**src/rtl/conio_pkg.sv**
```systemverilog
package conio_pkg;

  localparam int unsigned WORD_W    = 32;
  localparam int unsigned CHAR_W    = 8;
  localparam int unsigned READY_BIT = 0;
  localparam int unsigned IE_BIT    = 1;
  localparam int unsigned WIN_LSB   = 4;

  typedef enum logic [2:0] {
    SEL_NONE,
    SEL_RX_CTRL,
    SEL_RX_DATA,
    SEL_TX_CTRL,
    SEL_TX_DATA
  } reg_sel_e;

  function automatic logic [WORD_W-1:0] pack_ctrl(input logic ie, input logic ready);
    logic [WORD_W-1:0] w;
    w            = '0;
    w[IE_BIT]    = ie;
    w[READY_BIT] = ready;
    return w;
  endfunction

  function automatic logic [WORD_W-1:0] pack_char(input logic [CHAR_W-1:0] c);
    return {{(WORD_W-CHAR_W){1'b0}}, c};
  endfunction

endpackage

```
**src/rtl/conio_decode.sv**
```systemverilog
module conio_decode
  import conio_pkg::*;
#(
  parameter logic [WORD_W-1:0] BASE_ADDR = 32'hFFFF_0000
) (
  input  logic [WORD_W-1:0] addr,
  output reg_sel_e          sel
);

  localparam int unsigned HI_W = WORD_W - WIN_LSB;

  logic in_window;
  logic aligned;

  assign in_window = (addr[WORD_W-1:WIN_LSB] == BASE_ADDR[WORD_W-1:WIN_LSB]);
  assign aligned   = (addr[1:0] == 2'b00);

  always_comb begin
    sel = SEL_NONE;
    if (in_window && aligned) begin
      case (addr[WIN_LSB-1:2])
        2'd0:    sel = SEL_RX_CTRL;
        2'd1:    sel = SEL_RX_DATA;
        2'd2:    sel = SEL_TX_CTRL;
        default: sel = SEL_TX_DATA;
      endcase
    end
  end

  initial begin
    assert (HI_W > 0) else $error("window wider than address");
  end

endmodule

```
**src/rtl/conio_rx_chan.sv**
```systemverilog
module conio_rx_chan
  import conio_pkg::*;
(
  input  logic              clk,
  input  logic              rst_n,
  input  logic              rd_data_hit,
  input  logic              wr_ctrl_hit,
  input  logic              ie_wval,
  input  logic              rx_valid,
  input  logic [CHAR_W-1:0] rx_char,
  output logic              ready,
  output logic              ie,
  output logic [CHAR_W-1:0] held_char
);

  logic load_ev;
  logic drain_ev;

  assign load_ev  = rx_valid;
  assign drain_ev = rd_data_hit && !rx_valid;

  always_ff @(posedge clk) begin
    if (!rst_n) begin
      ready     <= 1'b0;
      ie        <= 1'b0;
      held_char <= '0;
    end else begin
      if (load_ev) begin
        ready     <= 1'b1;
        held_char <= rx_char;
      end else if (drain_ev) begin
        ready <= 1'b0;
      end
      if (wr_ctrl_hit) ie <= ie_wval;
    end
  end

  AST_RX_LOAD_SETS: assert property (@(posedge clk) disable iff (!rst_n)
    rx_valid |=> ready && (held_char == $past(rx_char)));
  AST_RX_DRAIN_CLEARS: assert property (@(posedge clk) disable iff (!rst_n)
    (rd_data_hit && !rx_valid) |=> !ready);
  AST_RX_OVERRUN_KEEPS: assert property (@(posedge clk) disable iff (!rst_n)
    (ready && rx_valid) |=> ready);
  AST_RX_IE_HOLDS: assert property (@(posedge clk) disable iff (!rst_n)
    !wr_ctrl_hit |=> $stable(ie));

endmodule

```
**src/rtl/conio_tx_chan.sv**
```systemverilog
module conio_tx_chan
  import conio_pkg::*;
(
  input  logic              clk,
  input  logic              rst_n,
  input  logic              wr_data_hit,
  input  logic              wr_ctrl_hit,
  input  logic              ie_wval,
  input  logic [CHAR_W-1:0] wchar,
  input  logic              tx_done,
  output logic              ready,
  output logic              ie,
  output logic              strobe,
  output logic [CHAR_W-1:0] out_char
);

  logic send_ev;
  logic free_ev;

  assign send_ev = wr_data_hit;
  assign free_ev = tx_done && !wr_data_hit;

  always_ff @(posedge clk) begin
    if (!rst_n) begin
      ready    <= 1'b1;
      ie       <= 1'b0;
      strobe   <= 1'b0;
      out_char <= '0;
    end else begin
      strobe <= send_ev;
      if (send_ev) begin
        ready    <= 1'b0;
        out_char <= wchar;
      end else if (free_ev) begin
        ready <= 1'b1;
      end
      if (wr_ctrl_hit) ie <= ie_wval;
    end
  end

  AST_TX_STORE_PULSES: assert property (@(posedge clk) disable iff (!rst_n)
    wr_data_hit |=> strobe && (out_char == $past(wchar)));
  AST_TX_STORE_BUSY: assert property (@(posedge clk) disable iff (!rst_n)
    wr_data_hit |=> !ready);
  AST_TX_DONE_READY: assert property (@(posedge clk) disable iff (!rst_n)
    (tx_done && !wr_data_hit) |=> ready);
  AST_TX_IE_HOLDS: assert property (@(posedge clk) disable iff (!rst_n)
    !wr_ctrl_hit |=> $stable(ie));

endmodule

```
**src/rtl/conio_regfile.sv**
```systemverilog
module conio_regfile
  import conio_pkg::*;
#(
  parameter logic [WORD_W-1:0] BASE_ADDR = 32'hFFFF_0000
) (
  input  logic              clk,
  input  logic              rst_n,
  input  logic [WORD_W-1:0] bus_addr,
  input  logic              bus_wr,
  input  logic              bus_rd,
  input  logic [WORD_W-1:0] bus_wdata,
  output logic [WORD_W-1:0] bus_rdata,
  input  logic              rx_valid,
  input  logic [CHAR_W-1:0] rx_char,
  output logic              tx_strobe,
  output logic [CHAR_W-1:0] tx_char,
  input  logic              tx_done,
  output logic              irq
);

  reg_sel_e sel;

  logic rx_ctrl_wr, rx_data_rd, tx_ctrl_wr, tx_data_wr;
  logic rx_ready, rx_ie, tx_ready, tx_ie;
  logic rx_irq_src, tx_irq_src;
  logic [CHAR_W-1:0] rx_held;
  logic unused_wbits;

  assign unused_wbits = ^bus_wdata;

  conio_decode #(.BASE_ADDR(BASE_ADDR)) u_decode (
    .addr (bus_addr),
    .sel  (sel)
  );

  assign rx_ctrl_wr = bus_wr && (sel == SEL_RX_CTRL);
  assign rx_data_rd = bus_rd && (sel == SEL_RX_DATA);
  assign tx_ctrl_wr = bus_wr && (sel == SEL_TX_CTRL);
  assign tx_data_wr = bus_wr && (sel == SEL_TX_DATA);

  conio_rx_chan u_rx (
    .clk         (clk),
    .rst_n       (rst_n),
    .rd_data_hit (rx_data_rd),
    .wr_ctrl_hit (rx_ctrl_wr),
    .ie_wval     (bus_wdata[IE_BIT]),
    .rx_valid    (rx_valid),
    .rx_char     (rx_char),
    .ready       (rx_ready),
    .ie          (rx_ie),
    .held_char   (rx_held)
  );

  conio_tx_chan u_tx (
    .clk         (clk),
    .rst_n       (rst_n),
    .wr_data_hit (tx_data_wr),
    .wr_ctrl_hit (tx_ctrl_wr),
    .ie_wval     (bus_wdata[IE_BIT]),
    .wchar       (bus_wdata[CHAR_W-1:0]),
    .tx_done     (tx_done),
    .ready       (tx_ready),
    .ie          (tx_ie),
    .strobe      (tx_strobe),
    .out_char    (tx_char)
  );

  always_comb begin
    bus_rdata = '0;
    if (bus_rd) begin
      case (sel)
        SEL_RX_CTRL: bus_rdata = pack_ctrl(rx_ie, rx_ready);
        SEL_RX_DATA: bus_rdata = pack_char(rx_held);
        SEL_TX_CTRL: bus_rdata = pack_ctrl(tx_ie, tx_ready);
        default:     bus_rdata = '0;
      endcase
    end
  end

  assign rx_irq_src = rx_ready && rx_ie;
  assign tx_irq_src = tx_ready && tx_ie;
  assign irq        = rx_irq_src || tx_irq_src;

  AST_UNMAPPED_ZERO: assert property (@(posedge clk) disable iff (!rst_n)
    (bus_rd && (sel == SEL_NONE)) |-> (bus_rdata == '0));
  AST_CTRL_HIGH_ZERO: assert property (@(posedge clk) disable iff (!rst_n)
    (bus_rd && ((sel == SEL_RX_CTRL) || (sel == SEL_TX_CTRL)))
      |-> ((bus_rdata >> (IE_BIT + 1)) == '0));
  AST_IRQ_NEEDS_READY: assert property (@(posedge clk) disable iff (!rst_n)
    irq |-> (rx_ready || tx_ready));
  AST_UNMAPPED_NO_SEND: assert property (@(posedge clk) disable iff (!rst_n)
    (bus_wr && (sel == SEL_NONE)) |=> !tx_strobe);

endmodule

```
**config.mk**
```make
export PLATFORM = sky130hd
export DESIGN_NAME = conio_regfile
export DESIGN_NICKNAME = d
export VERILOG_FILES = /design/src/rtl/conio_pkg.sv /design/src/rtl/conio_decode.sv /design/src/rtl/conio_rx_chan.sv /design/src/rtl/conio_tx_chan.sv /design/src/rtl/conio_regfile.sv
export SDC_FILE = /design/constraint.sdc
export NUM_CORES = 1
export LEC_CHECK = 0
export BUFFER_PORTS_ARGS = -buffer_cell sky130_fd_sc_hd__buf_4
export CAP_MARGIN = 0
export CORE_ASPECT_RATIO = 1.2
export CORE_MARGIN = 4
export CORE_UTILIZATION = 37
export DETAILED_ROUTE_END_ITERATION = 16
export PLACE_DENSITY_LB_ADDON = 0.2
export SYNTH_ARGS = -nofsm -noshare
export SYNTH_HDL_FRONTEND = slang
export SYNTH_SLANG_ARGS = --single-unit
```
**constraint.sdc**
```tcl
create_clock -name clk -period 2.3 [get_ports clk]
set_input_delay 0.115 -clock clk [delete_from_list [all_inputs] [get_ports clk]]
set_output_delay 0.115 -clock clk [all_outputs]
set_load 0.1 [all_outputs]
```
; Word level (Yosys, flattened, before mapping)
; Cells that the tools add are included.
[totals]
register_bits = 21
elab_cells = 38
[op_classes]
n_reduce_logical = 16
mux = 8
n_eq_ne = 7
[ops]
columns = operator, n
row1 = "28-bit equality test, second input constant", 1
row2 = 8-bit one-hot mux with 3 select lines, 1
row3 = 1-bit logical AND, 9
row4 = 3-bit one-hot mux with 3 select lines, 1
row5 = 8-bit two-way mux, 1
row6 = "3-bit by 2-bit equality test with 1-bit output, second input constant", 2
row7 = 2-bit logical NOT, 2
row8 = 1-bit two-way mux, 4
row9 = 2-bit nonzero test, 2
row10 = "3-bit by 1-bit equality test with 1-bit output, second input constant", 1
row11 = "3-bit equality test, second input constant", 1
row12 = 3-bit two-way mux, 1
row13 = "2-bit by 1-bit equality test with 1-bit output, second input constant", 1
row14 = "2-bit equality test, second input constant", 1
row15 = 1-bit logical NOT, 2
row16 = 1-bit logical OR, 1

; Longest topological paths before layout
; Gate-level depths: netlist of the first run.
[logic_depth]
ltp_word = 9
ltp_mapped = 7

; Cells and area by module
; A second synthesis of the first run with hierarchy kept.
[unflattened]
hier_cells = 130
area_unflattened_um2 = 1287.5
[by_module_without_submodules]
columns = module, area_per_inst_um2, cells_each, instances, seq_area_each_um2
row1 = conio_tx_chan, 397.9, 34, 1, 220.2
row2 = conio_rx_chan, 371.6, 31, 1, 200.2
row3 = conio_regfile, 345.3, 44, 1, 0.0
row4 = conio_decode, 172.7, 21, 1, 0.0

; Least setup slack after synthesis of the first run
; No wires, ideal clock.
[synth_path]
kind = input -> output
start = input bus_addr[1]
end = output bus_rdata[0]
setup_slack_ps = -660
required_time_ps = 2185
t_arrival_ps = 2845
path_stages = 5
path_buffers = 1
path_cell_list = or4b_1 > or4_1 > buf_2 > or2_2 > nor2_1
[synth_via]
elab_chain_cells = 6
word_cells_on_any_way = 8
[synth_lines]
columns = element, line
row1 = "start, declared", conio_regfile.sv:8  ; input logic [WORD_W-1:0] bus_addr,
row2 = 2-bit logical NOT (*), conio_decode.sv:16  ; assign aligned = (addr[1:0] == 2'b00);
row3 = 1-bit logical AND (*), conio_decode.sv:20  ; if (in_window && aligned) begin
row4 = 3-bit two-way mux (*), conio_decode.sv:20
row5 = 3-bit by 2-bit equality test with 1-bit output or 3-bit by 1-bit equality test with 1-bit output (tied branches), conio_regfile.sv:71  ; case (sel)
row6 = 8-bit one-hot mux with 3 select lines (*), conio_regfile.sv:71
row7 = 8-bit two-way mux (*), conio_regfile.sv:70  ; if (bus_rd) begin
row8 = "end, declared", conio_regfile.sv:12  ; output logic [WORD_W-1:0] bus_rdata,
; Mark *: on every way between the ends. The rest lies on a longest branch, timed or not.

; Final worst setup path of the first run
[layout_path]
start = input bus_addr[1]
end = output bus_rdata[2]
; Same word-level chain as after synthesis.

==> flow_metrics.env, run 1 <==
export IMPL_drt_iter0_markers=11
export IMPL_syn_inst=144
export IMPL_drc=0
export IMPL_synth_area_mm2=0.00128
export IMPL_clock_skew_ns=0
export IMPL_rrSetupSlack_ns=1.62
export IMPL_pwr_share_comb_pct=32.7
export IMPL_cap_violations=0
export IMPL_cts_buffers=3
export IMPL_cts_htree_levels=1
export IMPL_power_density_mw_per_mm2=496
export IMPL_dieArea_mm2=0.00446
export IMPL_p_clk_share_pct=26.1
export IMPL_final_util_pct=55.2
export IMPL_routedWlPerCell_um=12.3
export IMPL_report_final_slew_viol_count=0
export IMPL_dp_slack_ns=-0.0795
export IMPL_post_drt_via_cell_ratio=4.62
export IMPL_ys_seq_area_share_pct=32.9
export IMPL_antenna_found_initial=0
export IMPL_worstReg2RegEnd="u_rx.ready"
export IMPL_grt_ovfl_total=0
export IMPL_ctsHoldBuffers=0
export IMPL_ant_nets=0
export IMPL_syn_to_final_growth_pct=44.4
export IMPL_post_cts_buffers=0
export IMPL_netSwitchingPower_mw=0.340
export IMPL_grt_max_degree=30
export IMPL_holdPathEnd="u_tx.ready"
export IMPL_core_area_mm2=0.00334
export IMPL_place_hpwl_um=2620
export IMPL_hp_start="tx_done"
export IMPL_path_class="in2out"
export IMPL_status="finished clean"
export IMPL_critical_path_arrival_ns=2.09
export IMPL_drive_above_1_share_pct=42.5
export IMPL_track_usage_pct=13.6
export IMPL_yosysUniqueCellTypes=33
export IMPL_cp_end_kind="output pin"
export IMPL_slew_headroom_pct=65.2
export IMPL_finalSetupViolCount=0
export IMPL_nets=296
export IMPL_hold_path_class="in2reg"
export IMPL_async_flop_share_pct=0
export IMPL_r2r_start="u_rx.ready"
export IMPL_intPower_mw=0.576
export IMPL_antenna_cells=0
export IMPL_fp_dieH_um=72.4
export IMPL_fp_row_count=23
export IMPL_cts_tree="yes"
export IMPL_yosysWarnings=0
export IMPL_drt_total_wl_um=3100
export IMPL_leakage_nw=0.871
export IMPL_final_cell_mix="buf_4, conb_1, dfxtp_1"
export IMPL_period_needed_ns=2.20
export IMPL_ys_ff_latch=21
export IMPL_switching_share_pct=37.1
export IMPL_portBuffers=71
export IMPL_setup_slack_ns=0.0991
export IMPL_vias=1160
export IMPL_period_share_pct=95.7
export IMPL_grt_pass1_vias=1147
export IMPL_cts_max_path_buffers=2
export IMPL_mostFrequentLayoutCell="buf_4"
export IMPL_start_util_pct=38.3
export IMPL_ir_drop_mv=0.401
export IMPL_die_x_um=61.6
export IMPL_crit_required_ns=2.18
export IMPL_cts_root_buf="clkbuf_8"
export IMPL_dpl_cell_area_mm2=0.00177
export IMPL_hold_viol_final=0
export IMPL_synthFlopType="dfxtp_1"
export IMPL_hold_depth=3
export IMPL_p_seq_share_pct=41.2
export IMPL_worst_pin_slew_ns=0.514
export IMPL_clk_insertion_delay_late_ns=0.26
export IMPL_synth_edf_count=0
export IMPL_path_max_fanout=7
export IMPL_rr_worst_depth=2
export IMPL_path_clk_slew_ns=0.08
export IMPL_final_area_mm2=0.00184
export IMPL_avgSynthCellArea_um2=8.87
export IMPL_gp_congestion=0.704
export IMPL_startpoint_type="primary input"
export IMPL_rsz0062_at_grt="false"
export IMPL_dr_pass1_iters=4
export IMPL_io_pins=120
export IMPL_timing_fmax_ghz=0.454
export IMPL_grt_pass1_wl_um=4720
export IMPL_numClockSinks=21
## critical path, cell delays in order
cell	delay [ns]
buf_4	0.10
or4b_1	0.51
or4_4	0.59
nor3_1	0.24
buf_4	0.17
and2_2	0.15
buf_6	0.22
## synth_stat cells, types with 3 or more instances
cell type | count | area share [%]
clkbuf_1 | 4 | 1.2
nand4_1 | 4 | 2.0
dfxtp_1 | 21 | 33
nor2_1 | 5 | 1.5
and2_1 | 7 | 3.4
mux2i_1 | 17 | 13
nand2_1 | 20 | 5.9
ha_1 | 3 | 2.9
inv_1 | 3 | 0.88
nor2b_1 | 8 | 3.9
buf_4 | 24 | 14
## worst max-delay path by stage
stage           startpoint  cells after the start           end  slack (ns)
6_report       bus_addr[1]                      7  bus_rdata[2]         0.1
5_1_grt        bus_addr[1]                      7  bus_rdata[2]        0.03
4_1_cts        bus_addr[1]                      7  bus_rdata[2]        0.03
3_5_place_dp   bus_addr[1]                      7  bus_rdata[2]       -0.08
3_3_place_gp   bus_addr[1]                      7  bus_rdata[5]       -0.05
2_1_floorplan  bus_addr[1]                      5  bus_rdata[0]       -0.22
## power groups by stage
stage               sequential [mW]  combinational, mW  clock (mW)
global route                  0.378              0.315       0.263
detailed placement            0.386              0.299           0
CTS                           0.377              0.299       0.249
global placement              0.385              0.294           0
floorplan                     0.384              0.253           0
finish                        0.377              0.299       0.239
## per-stage QoR
| step | instances | setup TNS (ns) | hold WS, ns | power, mW |
|---|---|---|---|---|
| floorplan | 167 | -0.431 | 0.257 | 0.638 |
| global placement | 247 | -0.301 | 0.352 | 0.680 |
| detailed placement | 247 | -0.426 | 0.362 | 0.685 |
| CTS | 251 | 0 | 0.0838 | 0.926 |
| global route | 251 | 0 | 0.0763 | 0.956 |
| finish | 251 | 0 | 0.0915 | 0.915 |
## sequential cells by signal, indices dropped and copies added (netlist names)
signal and flops:
u_rx.held_char 8, u_tx.out_char 8, u_tx.ready 1, u_rx.ie 1
u_rx.ready 1, u_tx.strobe 1, u_tx.ie 1
## layout make-up
type,instances,area (um^2)
flip-flops and latches,21,420
clock inverters,1,5.00
multi-input cells,113,737
well taps,37,46.3
fillers,328,1490
inverters,3,11.3
clock buffers,3,41.3
repair buffers,73,583
## routing by layer
metal	GRT usage, %	wire length (um)	vias to the layer above
met1	14.2	1060	525
met4	6.37	72	0
met5	0	0	-
met2	25.0	1740	44
li1	-	-	583
met3	2.67	228	8
## kinds of logic (layout without fill, tap and decap cells)
logic type	count (synthesis)	count (layout)	share of synthesized area [%]
AOI/OAI and AO/OA	9	9	5.58
adders and majority gates	3	3	2.94
buffers and inverters	33	80	17.4
DFF	21	21	32.9
muxes	19	19	15.1
other	1	24	0.294
and+or+nand+nor	58	58	25.8
## repair_timing
item	CTS	global route
gates cloned	0	0
resized for setup	1	6
setup endpoints to repair	6	6
No activity file was read; power rests on OpenSTA's default activity.
==> run 2: changes to the inputs <==
--- a/config.mk
+++ b/config.mk
@@ -12,6 +12,8 @@
 export CORE_UTILIZATION = 37
 export DETAILED_ROUTE_END_ITERATION = 16
 export PLACE_DENSITY_LB_ADDON = 0.2
+export RECOVER_POWER = 100
+export REMOVE_ABC_BUFFERS = 1
 export SYNTH_ARGS = -nofsm -noshare
 export SYNTH_HDL_FRONTEND = slang
 export SYNTH_SLANG_ARGS = --single-unit
==> run 2 against run 1 <==
  * Cell count up 0.40%
  * Core utilization down 2.0 points
  * Power down 0.57%
  * Largest cell class unchanged
  * Critical path depth down 1
  * Worst hold slack about the same
  * Register-to-register slack about the same
==> flow_metrics.env, run 2 (synthesized netlist as in run 1, its figures left out) <==
export IMPL_cts_buffers=3
export IMPL_clock_skew_ns=0
export IMPL_ctsHoldBuffers=0
export IMPL_cts_tree="yes"
export IMPL_drt_total_wl_um=3120
export IMPL_grt_max_degree=30
export IMPL_final_cell_mix="buf_4, conb_1, dfxtp_1"
export IMPL_finalSetupViolCount=0
export IMPL_largestRegisters="u_rx.held_char x8, u_tx.out_char x8"
export IMPL_critical_path_arrival_ns=2.06
export IMPL_fp_row_count=23
export IMPL_grt_pass1_wl_um=4710
export IMPL_hold_path_class="in2reg"
export IMPL_slew_headroom_pct=21.0
export IMPL_rsz0062_at_grt="false"
export IMPL_path_max_fanout=3
export IMPL_drive_above_1_share_pct=33.0
export IMPL_vias=1184
export IMPL_dieArea_mm2=0.00446
export IMPL_power_density_mw_per_mm2=512
export IMPL_nets=297
export IMPL_drt_iter0_markers=10
export IMPL_setup_slack_ns=0.122
export IMPL_critPathLaunch="bus_addr[1]"
export IMPL_multiInputGateArea_um2=721
export IMPL_drc=0
export IMPL_portBuffers=71
export IMPL_cts_root_buf="clkbuf_8"
export IMPL_crit_required_ns=2.18
export IMPL_antenna_found_initial=0
export IMPL_numClockSinks=21
export IMPL_post_drt_via_cell_ratio=4.70
export IMPL_track_usage_pct=13.3
export IMPL_syn_to_final_growth_pct=39.2
export IMPL_fp_dieH_um=72.4
export IMPL_ir_drop_mv=0.466
export IMPL_dp_slack_ns=0.0286
export IMPL_timing_fmax_ghz=0.459
export IMPL_antenna_cells=0
export IMPL_r2r_start="u_rx.ready"
export IMPL_cap_violations=0
export IMPL_period_needed_ns=2.18
export IMPL_gp_congestion=0.772
export IMPL_report_final_slew_viol_count=0
export IMPL_cts_max_path_buffers=2
export IMPL_period_share_pct=94.7
export IMPL_path_class="in2out"
export IMPL_regArea_um2=420
export IMPL_hp_start="tx_done"
export IMPL_io_pins=120
export IMPL_cts_htree_levels=1
export IMPL_start_util_pct=38.3
export IMPL_dr_pass1_iters=3
export IMPL_hold_viol_final=0
export IMPL_leakage_nw=0.814
export IMPL_core_area_mm2=0.00334
export IMPL_die_x_um=61.6
export IMPL_clk_insertion_delay_late_ns=0.25
export IMPL_cp_end_kind="output pin"
export IMPL_path_clk_slew_ns=0.07
export IMPL_grt_ovfl_total=0
export IMPL_startpoint_type="primary input"
export IMPL_worst_pin_slew_ns=1.19
export IMPL_fillers=329
export IMPL_mostFrequentLayoutCell="buf_4"
export IMPL_grt_pass1_vias=1153
export IMPL_total_power_mw=0.910
export IMPL_ant_nets=0
export IMPL_routedWlPerCell_um=12.4
export IMPL_status="finished clean"
export IMPL_place_hpwl_um=2600
[run 2: cell types whose count changed in the layout (fill, tap and decap cells not counted), moves of 3 or more]
cell      change
and2_2        -6
clkbuf_1     +12
buf_4        -12
and2_1        +4
clkbuf_4      +3
[run 2: timing repair]
item | in CTS | in global routing
resized for setup | 0 | 6
endpoints found under the setup margin | 0 | 5
setup buffers | 0 | 0
[run 2: power breakdown]
group / total, mW / switching, mW / leakage [nW] / internal, mW
sequential: 0.378 / 0.00462 / 0.171 / 0.373
clock: 0.234 / 0.111 / 0.0228 / 0.123
combinational: 0.299 / 0.216 / 0.621 / 0.0823
total: 0.910 / 0.332 / 0.814 / 0.578
[run 2: metrics by stage]
step | instances | area, um^2 | utilization, % | setup TNS, ns | hold slack [ns]
finish | 252 | 1780 | 53.3 | 0 | 0.0919
global route | 252 | 1780 | 53.3 | 0 | 0.113
CTS | 252 | 1810 | 54.3 | 0 | 0.0880
detailed placement | 248 | 1770 | 52.9 | 0 | 0.358
global placement | 248 | 1770 | 52.9 | 0 | 0.350
floorplan | 137 | 1150 | - | -2.69 | 0.195
[run 2: path summary, 6_finish.rpt]
check	to	slack (ns)	cells past startpoint
setup / recovery	bus_rdata[0]	0.12	6
hold reg to reg	u_tx.out_char[5]	0.46	2
setup reg to reg	u_rx.ready	1.61	2
hold / removal	u_tx.ready	0.09	3
[run 2: cell type report]
cell class	count	share of cell area (%)
multi-input cells	113	40.5
repair buffers	74	30.0
flip-flops and latches	21	23.6
clock buffers	4	2.53
well taps	37	2.60
inverters	3	0.633
[run 2: metal layers]
| layer | track usage [%] | routed length [um] | up-vias |
|---|---|---|---|
| li1 | - | - | 586 |
| met1 | 14.1 | 1060 | 527 |
| met2 | 24.8 | 1560 | 69 |
| met3 | 2.67 | 478 | 2 |
| met4 | 4.95 | 17 | 0 |
| met5 | 0 | 0 | - |
[run 2: worst max-delay path, stage by stage]
cell and delay, ns:
clkbuf_4 0.11, or4b_1 0.50, or4_1 0.57, or2_2 0.33
nor2_1 0.10, clkbuf_4 0.33
==> run 3: changes to the inputs <==
--- a/config.mk
+++ b/config.mk
@@ -7,11 +7,10 @@
 export LEC_CHECK = 0
 export BUFFER_PORTS_ARGS = -buffer_cell sky130_fd_sc_hd__buf_4
 export CAP_MARGIN = 0
-export CORE_ASPECT_RATIO = 1.2
 export CORE_MARGIN = 4
 export CORE_UTILIZATION = 37
 export DETAILED_ROUTE_END_ITERATION = 16
-export PLACE_DENSITY_LB_ADDON = 0.2
+export PLACE_DENSITY = 0.83
 export RECOVER_POWER = 100
 export REMOVE_ABC_BUFFERS = 1
 export SYNTH_ARGS = -nofsm -noshare
==> run 3 against run 2 <==
  * Routed wire length down 7.0%
  * Sequential share of layout area increased by 0.050 points
  * Critical path depth increased by 1
  * Setup slack got worse by 0.035 ns
  * Via count fell by 1.4%
  * Clock power decreased by 24%
  * Critical endpoint is now bus_rdata[6]
  * Largest power group unchanged
  * Highest routed layer is now met3
==> flow_metrics.env, run 3 (synthesized netlist as in run 1, its figures left out) <==
export IMPL_hold_depth=3
export IMPL_timing_fmax_ghz=0.452
export IMPL_hold_viol_final=0
export IMPL_clock_skew_ns=0
export IMPL_grt_util_met3_pct=3.71
export IMPL_cts_max_path_buffers=2
export IMPL_grt_ovfl_total=0
export IMPL_drc=0
export IMPL_critical_path_arrival_ns=2.10
export IMPL_hold_path_class="in2reg"
export IMPL_ant_nets=0
export IMPL_place_hpwl_um=2400
export IMPL_status="finished clean"
export IMPL_grt_max_degree=30
export IMPL_p_clk_share_pct=20.9
export IMPL_path_delay_family="simple AND/OR/NAND/NOR gates"
export IMPL_worstReg2RegEnd="u_rx.ready"
export IMPL_fp_row_count=21
export IMPL_clk_insertion_delay_late_ns=0.30
export IMPL_gp_congestion=0.728
export IMPL_vias=1167
export IMPL_nets=298
export IMPL_rr_worst_depth=2
export IMPL_cts_tree="yes"
export IMPL_grt_busiest_layer="met2"
export IMPL_crit_chain="clkbuf_4, or4b_1, or4_1, nor3_1, buf_4, and2_0, buf_6"
export IMPL_period_needed_ns=2.21
export IMPL_worst_pin_slew_ns=1.18
export IMPL_finalSetupViolCount=0
export IMPL_dieArea_mm2=0.00446
export IMPL_power_density_mw_per_mm2=481
export IMPL_leakage_nw=0.808
export IMPL_grt_pass1_wl_um=4540
export IMPL_final_area_mm2=0.00177
export IMPL_largestRegisters="u_rx.held_char x8, u_tx.out_char x8"
export IMPL_use_met2_pct=23.6
export IMPL_cap_violations=0
export IMPL_post_cts_buffers=0
export IMPL_cts_resized_gates=0
export IMPL_startpoint_type="primary input"
export IMPL_critPathLaunch="bus_addr[1]"
export IMPL_final_cell_mix="buf_4, conb_1, dfxtp_1"
export IMPL_portBuffers=71
export IMPL_path_max_fanout=6
export IMPL_rrSetupSlack_ns=1.62
export IMPL_timing_hold_ws_ns=0.0366
export IMPL_slew_headroom_pct=22.0
export IMPL_track_usage_pct=12.7
export IMPL_path_clk_slew_ns=0.12
export IMPL_die_x_um=66.8
export IMPL_cts_htree_levels=1
export IMPL_io_pins=120
export IMPL_grt_pass1_vias=1081
export IMPL_cp_num_buf_inv=3
export IMPL_routedWlPerCell_um=11.1
export IMPL_post_drt_via_cell_ratio=4.45
export IMPL_final_util_pct=53.2
export IMPL_netSwitchingPower_mw=0.333
export IMPL_numClockSinks=21
export IMPL_core_area_mm2=0.00334
export IMPL_mostFrequentLayoutCell="buf_4"
export IMPL_r2r_start="u_rx.ready"
export IMPL_path_class="in2out"
export IMPL_pwr_share_comb_pct=34.8
export IMPL_start_util_pct=38.3
export IMPL_crit_required_ns=2.18
export IMPL_setup_slack_ns=0.0869
export IMPL_cts_buffers=3
export IMPL_antenna_found_initial=0
export IMPL_drt_total_wl_um=2900
export IMPL_intPower_mw=0.520
export IMPL_fp_dieH_um=66.8
export IMPL_cp_end_kind="output pin"
export IMPL_p_seq_share_pct=44.3
export IMPL_report_final_slew_viol_count=0
export IMPL_dp_slack_ns=0.0296
export IMPL_drt_iter0_markers=42
export IMPL_ir_drop_mv=0.255
export IMPL_hp_start="tx_done"
export IMPL_period_share_pct=96.2
export IMPL_ctsHoldBuffers=0
export IMPL_cp_slowest_cell="or4_1"
export IMPL_dpl_cell_area_mm2=0.00177
export IMPL_setup_tns_ns=0
export IMPL_syn_to_final_growth_pct=38.9
export IMPL_drive_above_1_share_pct=32.9
export IMPL_antenna_cells=0
export IMPL_max_stage_delay_ns=0.58
export IMPL_switching_share_pct=39.1
export IMPL_cts_root_buf="clkbuf_4"
export IMPL_use_met1_pct=15.2
export IMPL_dr_pass1_iters=4
export IMPL_holdPathEnd="u_tx.ready"
run 3: through the flow:
stage	power, mW	cells
floorplan	0.597	137
global placement	0.679	258
detailed placement	0.683	258
CTS	0.862	262
global route	0.894	262
finish	0.853	262
run 3: how the worst max path moves through the flow:
stage / to / cells after the start
CTS: bus_rdata[3] / 7
finish: bus_rdata[6] / 7
global route: bus_rdata[5] / 7
detailed placement: u_tx.out_char[3] / 7
floorplan: bus_rdata[0] / 4
global placement: u_tx.out_char[7] / 7
run 3: area by class of cell:
| type | count | area, um^2 |
|---|---|---|
| clock buffer | 3 | 22.5 |
| clock inverter | 1 | 5.00 |
| inverter | 3 | 11.3 |
| timing repair buffer | 75 | 537 |
| fill | 349 | 1560 |
| tap | 46 | 57.6 |
| sequential | 21 | 420 |
| multi-input combinational | 113 | 721 |
run 3: power by group through the flow:
stage | combinational [mW] | clock, mW | sequential [mW]
2_1_floorplan | 0.212 | 0 | 0.384
3_3_place_gp | 0.294 | 0 | 0.385
3_5_place_dp | 0.297 | 0 | 0.386
4_1_cts | 0.297 | 0.187 | 0.378
5_1_grt | 0.314 | 0.201 | 0.380
6_report | 0.297 | 0.178 | 0.378
run 3: worst min-delay path: stages:
cell     delay (ns)
buf_4          0.08
nor2_1         0.03
o21ai_1        0.09
run 3: per-layer routing:
layer  wire (um)  vias to the layer above
met2        1530                       47
met1        1110                      528
met5           0                        -
met4           0                        0
met3         260                        0
li1            -                      592
